--- config.mk ---
export PLATFORM = sky130hd
export DESIGN_NAME = sfcap_top
export DESIGN_NICKNAME = d
export VERILOG_FILES = /design/src/rtl/sfcap_pkg.sv /design/src/rtl/sfcap_regs.sv /design/src/rtl/sfcap_clkdiv.sv /design/src/rtl/sfcap_capture.sv /design/src/rtl/sfcap_top.sv
export SDC_FILE = /design/constraint.sdc
export NUM_CORES = 1
export LEC_CHECK = 0
export ABC_AREA = 0
export CORE_ASPECT_RATIO = 2
export CORE_MARGIN = 2
export CORE_UTILIZATION = 57
export DETAILED_ROUTE_END_ITERATION = 10
export PLACE_DENSITY = 0.89
export SETUP_SLACK_MARGIN = 0.5
export SKIP_CTS_REPAIR_TIMING = 1
export SYNTH_ARGS = -nofsm -noshare
export SYNTH_HDL_FRONTEND = slang
export SYNTH_HIERARCHICAL = 1
export SYNTH_SLANG_ARGS = --single-unit
export TNS_END_PERCENT = 30
--- constraint.sdc ---
create_clock -name clk -period 3.08 [get_ports clk]
set_input_delay 0.308 -clock clk [delete_from_list [all_inputs] [get_ports clk]]
set_output_delay 0.308 -clock clk [all_outputs]
set_load 0.02 [all_outputs]
--- src/rtl/sfcap_pkg.sv ---
package sfcap_pkg;

    localparam int BYTE_W = 8;
    localparam int CAP_W  = 2 * BYTE_W;

    typedef enum logic [1:0] {
        ADDR_CTRL   = 2'd0,
        ADDR_DIV    = 2'd1,
        ADDR_CAP_LO = 2'd2,
        ADDR_CAP_HI = 2'd3
    } reg_addr_e;

    // Control byte: bit 3 pin_en, bit 2 cnt_sel, bit 1 in_sel, bit 0 div_en
    typedef struct packed {
        logic pin_en;
        logic cnt_sel;
        logic in_sel;
        logic div_en;
    } ctrl_t;

    localparam int CTRL_W = $bits(ctrl_t);

    function automatic logic [BYTE_W-1:0] ctrl_to_byte(input ctrl_t c);
        logic [BYTE_W-1:0] b;
        b = '0;
        b[CTRL_W-1:0] = c;
        return b;
    endfunction

    function automatic ctrl_t byte_to_ctrl(input logic [BYTE_W-1:0] b);
        return ctrl_t'(b[CTRL_W-1:0]);
    endfunction

endpackage

--- src/rtl/sfcap_regs.sv ---
module sfcap_regs
    import sfcap_pkg::*;
#(
    parameter int OUT_DIV_W = 4,
    parameter int IN_DIV_W  = 3
) (
    input  logic                 clk,
    input  logic                 rst,
    input  logic                 we,
    input  logic [1:0]           addr,
    input  logic [BYTE_W-1:0]    wdata,
    input  logic [CAP_W-1:0]     cap_val,
    output logic [BYTE_W-1:0]    rdata,
    output ctrl_t                ctrl,
    output logic [OUT_DIV_W-1:0] out_code,
    output logic [IN_DIV_W-1:0]  in_code
);

    localparam int DIV_FIELDS_W = OUT_DIV_W + IN_DIV_W;

    logic unused_wdata;
    assign unused_wdata = ^wdata;

    always_ff @(posedge clk) begin
        if (rst) begin
            ctrl     <= '0;
            out_code <= '0;
            in_code  <= '0;
        end else if (we) begin
            case (reg_addr_e'(addr))
                ADDR_CTRL: ctrl <= byte_to_ctrl(wdata);
                ADDR_DIV: begin
                    out_code <= wdata[OUT_DIV_W-1:0];
                    in_code  <= wdata[DIV_FIELDS_W-1:OUT_DIV_W];
                end
                default: ;
            endcase
        end
    end

    always_comb begin
        rdata = '0;
        case (reg_addr_e'(addr))
            ADDR_CTRL: rdata = ctrl_to_byte(ctrl);
            ADDR_DIV: begin
                rdata[OUT_DIV_W-1:0]            = out_code;
                rdata[DIV_FIELDS_W-1:OUT_DIV_W] = in_code;
            end
            ADDR_CAP_LO: rdata = cap_val[BYTE_W-1:0];
            ADDR_CAP_HI: rdata = cap_val[CAP_W-1:BYTE_W];
            default:     rdata = '0;
        endcase
    end

endmodule

--- src/rtl/sfcap_clkdiv.sv ---
module sfcap_clkdiv #(
    parameter int CODE_W = 4
) (
    input  logic              clk,
    input  logic              rst,
    input  logic              en,
    input  logic              src,
    input  logic [CODE_W-1:0] code,
    output logic              clk_o
);

    logic              src_q;
    logic [CODE_W-1:0] edge_cnt;
    logic              tog_q;
    logic              src_edge;

    assign src_edge = src ^ src_q;

    // Toggle after every code+1 source edges (rise or fall):
    // period = code+1 source periods, high for exactly half of it.
    always_ff @(posedge clk) begin
        if (rst) begin
            src_q    <= 1'b0;
            edge_cnt <= '0;
            tog_q    <= 1'b0;
        end else begin
            src_q <= src;
            if (!en) begin
                edge_cnt <= '0;
                tog_q    <= 1'b0;
            end else if (src_edge) begin
                if (edge_cnt >= code) begin
                    edge_cnt <= '0;
                    tog_q    <= ~tog_q;
                end else begin
                    edge_cnt <= edge_cnt + 1'b1;
                end
            end
        end
    end

    always_comb begin
        if (!en)
            clk_o = 1'b0;
        else if (code == '0)
            clk_o = src;
        else
            clk_o = tog_q;
    end

endmodule

--- src/rtl/sfcap_capture.sv ---
module sfcap_capture #(
    parameter int CNT_W       = 16,
    parameter int SYNC_STAGES = 2
) (
    input  logic             clk,
    input  logic             rst,
    input  logic             cnt_clk,
    input  logic             sof,
    output logic [CNT_W-1:0] cnt_o,
    output logic [CNT_W-1:0] cap_o,
    output logic             sof_evt_o
);

    logic [SYNC_STAGES-1:0] sync_q;
    logic                   sof_prev_q;
    logic                   cnt_clk_q;
    logic                   cnt_rise;

    always_ff @(posedge clk) begin
        if (rst) begin
            sync_q <= '0;
        end else begin
            sync_q <= {sync_q[SYNC_STAGES-2:0], sof};
        end
    end

    assign sof_evt_o = sync_q[SYNC_STAGES-1] & ~sof_prev_q;
    assign cnt_rise  = cnt_clk & ~cnt_clk_q;

    always_ff @(posedge clk) begin
        if (rst) begin
            sof_prev_q <= 1'b0;
            cnt_clk_q  <= 1'b0;
            cnt_o      <= '0;
            cap_o      <= '0;
        end else begin
            sof_prev_q <= sync_q[SYNC_STAGES-1];
            cnt_clk_q  <= cnt_clk;
            cnt_o      <= cnt_o + CNT_W'(cnt_rise);
            if (sof_evt_o)
                cap_o <= cnt_o;
        end
    end

endmodule

--- src/rtl/sfcap_top.sv ---
module sfcap_top
    import sfcap_pkg::*;
#(
    parameter int OUT_DIV_W   = 4,
    parameter int IN_DIV_W    = 3,
    parameter int SYNC_STAGES = 2
) (
    input  logic       clk,
    input  logic       rst,
    input  logic       reg_we,
    input  logic [1:0] reg_addr,
    input  logic [7:0] reg_wdata,
    output logic [7:0] reg_rdata,
    input  logic       sof_i,
    input  logic       mclk_int_i,
    input  logic       mclk_ext_a_i,
    input  logic       mclk_ext_b_i,
    output logic       mclk_pri_o,
    output logic       mclk_pri_oe_o,
    output logic       mclk_sec_o
);

    ctrl_t                ctrl;
    logic [OUT_DIV_W-1:0] out_code;
    logic [IN_DIV_W-1:0]  in_code;
    logic [CAP_W-1:0]     cnt_w;
    logic [CAP_W-1:0]     cap_w;
    logic                 sof_evt_w;
    logic                 div_en_w;
    logic                 in_src;
    logic                 pri_raw;
    logic                 sec_raw;
    logic                 cnt_clk;

    assign div_en_w = ctrl.div_en;

    sfcap_regs #(
        .OUT_DIV_W (OUT_DIV_W),
        .IN_DIV_W  (IN_DIV_W)
    ) u_regs (
        .clk      (clk),
        .rst      (rst),
        .we       (reg_we),
        .addr     (reg_addr),
        .wdata    (reg_wdata),
        .cap_val  (cap_w),
        .rdata    (reg_rdata),
        .ctrl     (ctrl),
        .out_code (out_code),
        .in_code  (in_code)
    );

    assign in_src = ctrl.in_sel ? mclk_ext_b_i : mclk_ext_a_i;

    sfcap_clkdiv #(.CODE_W(OUT_DIV_W)) u_div_out (
        .clk   (clk),
        .rst   (rst),
        .en    (ctrl.div_en),
        .src   (mclk_int_i),
        .code  (out_code),
        .clk_o (pri_raw)
    );

    sfcap_clkdiv #(.CODE_W(IN_DIV_W)) u_div_in (
        .clk   (clk),
        .rst   (rst),
        .en    (ctrl.div_en),
        .src   (in_src),
        .code  (in_code),
        .clk_o (sec_raw)
    );

    assign cnt_clk = ctrl.cnt_sel ? sec_raw : pri_raw;

    sfcap_capture #(
        .CNT_W       (CAP_W),
        .SYNC_STAGES (SYNC_STAGES)
    ) u_cap (
        .clk       (clk),
        .rst       (rst),
        .cnt_clk   (cnt_clk),
        .sof       (sof_i),
        .cnt_o     (cnt_w),
        .cap_o     (cap_w),
        .sof_evt_o (sof_evt_w)
    );

    assign mclk_pri_o    = pri_raw & ctrl.pin_en;
    assign mclk_pri_oe_o = ctrl.pin_en;
    assign mclk_sec_o    = sec_raw;

endmodule

==> results.txt <==
* Outcome: completed
- Critical-path cell list: nor4_4 > mux2i_1 > nor2b_2 > mux2_4 > nor2b_4 > ha_4 > ha_4 > nand4_4 > or4_1 > a21oi_1
- Pin count of the biggest net entering global routing: between 60 and 70
- Multiplexer area fraction after synthesis: a little under an eighth
- Buffers placed on the I/O ports in this run total 26.
- Average routed wire per standard cell: between 15 and 20 um
- The core region is a little under 5000 um^2.
- Total negative slack for setup checks: 0 ns
- Worst Hold Path Cells: 1
- The path class of the tightest hold or removal check is reg2reg.
- In this run switching power makes up 21.1% of total power.
* Final clock skew: approximately 0.0073 ns
- H-tree depth reported by CTS: 3
- Across the VDD grid, the largest voltage drop is ~0.53 mV.
- Max-cap violations in this run came to 0.
- Worst Path Max Fanout: 6
- Vertical die dimension: 104 um
- The initialized floorplan defines 36 standard-cell rows.
- Net count reported at finish: ~370
- Summing the areas of all fa, ha and maj instances in the mapped netlist gives 5.26% of the synthesized area.
- Avg Vias per Cell: ~5.8
- Signal arrival time at the worst endpoint: 2.89 ns
- The library cell used most frequently in the layout, excluding fill and tap cells, is dfxtp_1.
- Pins over their slew limit: 0
- 0 antenna diodes ended up in the layout.
- Synth Cell Area: ~2900 um^2
- Number of nets in the synthesized netlist: between 300 and 400
* Portion of the clock cycle consumed by the worst path in the final layout: 84.8%
* Number of cells on the worst reg-to-reg path: 10
- The final layout contains routed wiring with a total length of 6.66 mm.
* Setup slack on the worst flop-to-flop path: 0.47 ns
- The worst setup path is launched from a flop.
- After synthesis, the largest family of logic cells by area is simple AND/OR/NAND/NOR gates.
- Reg2reg start: u_regs/out_code[0]
* RR Endpoint: u_cap/cnt_o[12]
- Slew at the pin closest to its max-slew limit: 0.953 ns
- Relative to the synthesized area, the layout overhead comes to 23.0%.
- Post-synthesis share of cell area spent on xor and xnor gates: 2.10%
- Worst Path Buf+Inv: 0
- The tree is rooted in a clkbuf_8.
- End of the worst hold path: u_cap/sync_q[1]
- The worst setup path is captured at a flop.
- TritonCTS created 9 clock buffers.
- Number of instances in the synthesized netlist: about 310
- The synthesized netlist devotes 11.7% of its cell area to compound gates.
- Die footprint: approximately 5600 um^2
- Total power density per cell area: approximately 500 nW/um^2
- Cell mode on critical path: ha_4
* Total overflow reported by the global router: 0
* Peak per-stage delay on the critical path: roughly 0.54 ns
* DP Wirelength: around 4.3 mm
- In this run the power spent charging and discharging nets is around 0.37 mW.
* Global-route wire length before repair: between 9 and 10 mm
- Final weighted congestion in routability-driven placement: roughly 0.84
- In this run the most critical hold path is launched from u_cap/sync_q[0].
- Crit path max-delay family: simple AND/OR/NAND/NOR gates
- Starting DRC count in detailed routing: 73
- Static leakage: about 1.3 nW
- Global routing consumed, over all layers together, between 20% and 30% of the routing resources.
* Antenna violations before repair: 0
- Number of antenna-violating nets in the routed design: 0
- The worst setup path is of the reg2reg kind.
- For this run, design rule violations remaining after detail routing come to 0.
- Across all layers, the routed design uses ~2,300 vias.
* Count of synthesis-stage warnings from yosys: 6
- Portion of total power attributed to sequential cells: 43.4%
* Initial cell density of the core: 58.7%
- Clock latency of the later-clocked register in the worst-skew pair: roughly 0.35 ns
- Clock-pin slew was measured on the worst setup and hold paths at ~0.070 ns.
- Counting flops with an async set or reset pin after synthesis yields a share of 0%.
* Relative slew margins: between 30% and 40%
* Post-Synthesis Mean Instance Area: ~9.3 um^2
- Sequential elements use between 40 and 50% of the synthesized area.
- Synthesis-stage register bit count: just under 60
- Worst endpoint required time: 3.35 ns
* CTS Buffer Depth: 2
- The clock network burns 49.8% of the power.
* First-pass iteration count of the detailed router: 5
- 28 I/O pins were placed.
* Number of filler cells placed in the layout: 334
* Number of synthesized flops with an enable pin: 0
- CTS Sinks: 58
- Fmax: 0.383 GHz
- Vias in the first global route: approximately 2,200
- The share of total power dissipated in combinational logic is slightly below 7%.
* Internal power summed over all cells: ~1.4 mW
- Slowest cell on the critical path: or4_1
- Measured along the x axis, the die boundary spans 54.0 um.
* Final Critical Period: 2.61 ns
* Main flop type after synthesis: dfxtp_1
- Setup violations remaining at the end of the flow were counted as 0.
* Share of cells above drive strength 1: 15.4%
- Summing the areas of all and, or, nand and nor instances in the mapped netlist gives 24.6% of the synthesized area.
* Distinct cells, synth: 46
- In the layout the commonest cells are 57 x dfxtp_1, 44 x nand2_1, 33 x a21oi_1, 24 x clkdlybuf4s50_1, 16 x nand2b_1.
* Clock tree from TritonCTS: done
- RSZ-0062 raised after global routing: true
* Total design power: approximately 1.8 mW
- The hold violation count in the final report is 0.
[through the flow]
stage	setup slack [ns]	util (%)	cells	area [um^2]	hold slack [ns]
2_1_floorplan	0.514	-	307	2860	0.380
3_3_place_gp	0.170	64.2	380	3130	0.416
3_5_place_dp	0.0437	64.2	380	3130	0.424
4_1_cts	0.0572	69.4	396	3380	0.438
5_1_grt	0.384	72.2	401	3510	0.469
6_report	0.467	72.2	401	3510	0.442
[synth_stat cells (3+ instances only)]
| cell type | n | area (um^2) |
|---|---|---|
| nor2b_1 | 18 | 113 |
| dfxtp_1 | 58 | 1160 |
| a22o_1 | 3 | 26.3 |
| nand2b_1 | 16 | 100 |
| or2b_1 | 3 | 22.5 |
| mux2_1 | 5 | 56.3 |
| a21oi_1 | 33 | 165 |
| or3_1 | 5 | 31.3 |
| nand4_1 | 4 | 25.0 |
| clkbuf_1 | 4 | 15.0 |
| o31ai_1 | 5 | 37.5 |
| nor4_1 | 4 | 25.0 |
| o21ai_0 | 6 | 30.0 |
| or4_1 | 5 | 37.5 |
| buf_4 | 4 | 30.0 |
| ha_1 | 12 | 150 |
| mux4_2 | 4 | 90.1 |
| mux2i_1 | 14 | 140 |
| nand3_1 | 4 | 20.0 |
| nor2_1 | 8 | 30.0 |
| nand2_1 | 44 | 165 |
| xor2_1 | 3 | 26.3 |
| inv_1 | 9 | 33.8 |
| or2b_2 | 4 | 35.0 |
[final cells by class]
class / count / area [um^2] / share of cell area [%]
clock inverter: 5 / 100 / 2.85
timing repair buffer: 34 / 318 / 9.05
tap: 57 / 71.3 / 2.03
sequential: 58 / 1160 / 33.2
multi-input combinational: 226 / 1670 / 47.5
inverter: 10 / 37.5 / 1.07
clock buffer: 11 / 151 / 4.31
[how the worst max path moves through the flow]
stage / startpoint / to / slack [ns] / depth (start not counted)
6_report: u_regs/out_code[0] / u_cap/cnt_o[12] / 0.47 / 10
4_1_cts: u_regs/out_code[2] / u_cap/cnt_o[14] / 0.06 / 10
2_1_floorplan: u_regs/in_code[2] / u_cap/cnt_o[14] / 0.51 / 10
3_5_place_dp: mclk_ext_b_i / u_cap/cnt_o[14] / 0.04 / 11
3_3_place_gp: mclk_ext_a_i / u_cap/cnt_o[14] / 0.17 / 11
5_1_grt: u_regs/out_code[0] / u_cap/cnt_o[12] / 0.38 / 10
[power by group through the flow]
stage               Sequential [mW]  Combinational [mW]  Clock [mW]
floorplan                     0.782              0.0750           0
global placement              0.783               0.110           0
detailed placement            0.784               0.113           0
CTS                           0.767               0.116       0.893
global route                  0.769               0.130       0.921
finish                        0.768               0.120       0.880
[per-layer routing]
layer  track usage [%]  part of all wire, %
met1              22.6                   37
met2              43.6                   56
met3              6.18                  3.7
met4              13.9                  3.1
met5                 0                    0
[registers in the layout, indices dropped and copies added, names as in the netlist, 2 cells and up]
name                count
u_cap/cnt_o            16
u_div_out/edge_cnt      4
u_regs/ctrl             4
u_regs/in_code          3
u_regs/out_code         4
u_div_in/edge_cnt       3
u_cap/cap_o            16
u_cap/sync_q            2
[logic make-up after synthesis]
logic type / count (synthesis)
fa+ha+maj: 12
flops: 58
mux: 26
compound gates: 55
buf+inv: 23
simple gates: 127
xor+xnor: 6
Note: power is estimated with default switching activity, not from simulation.
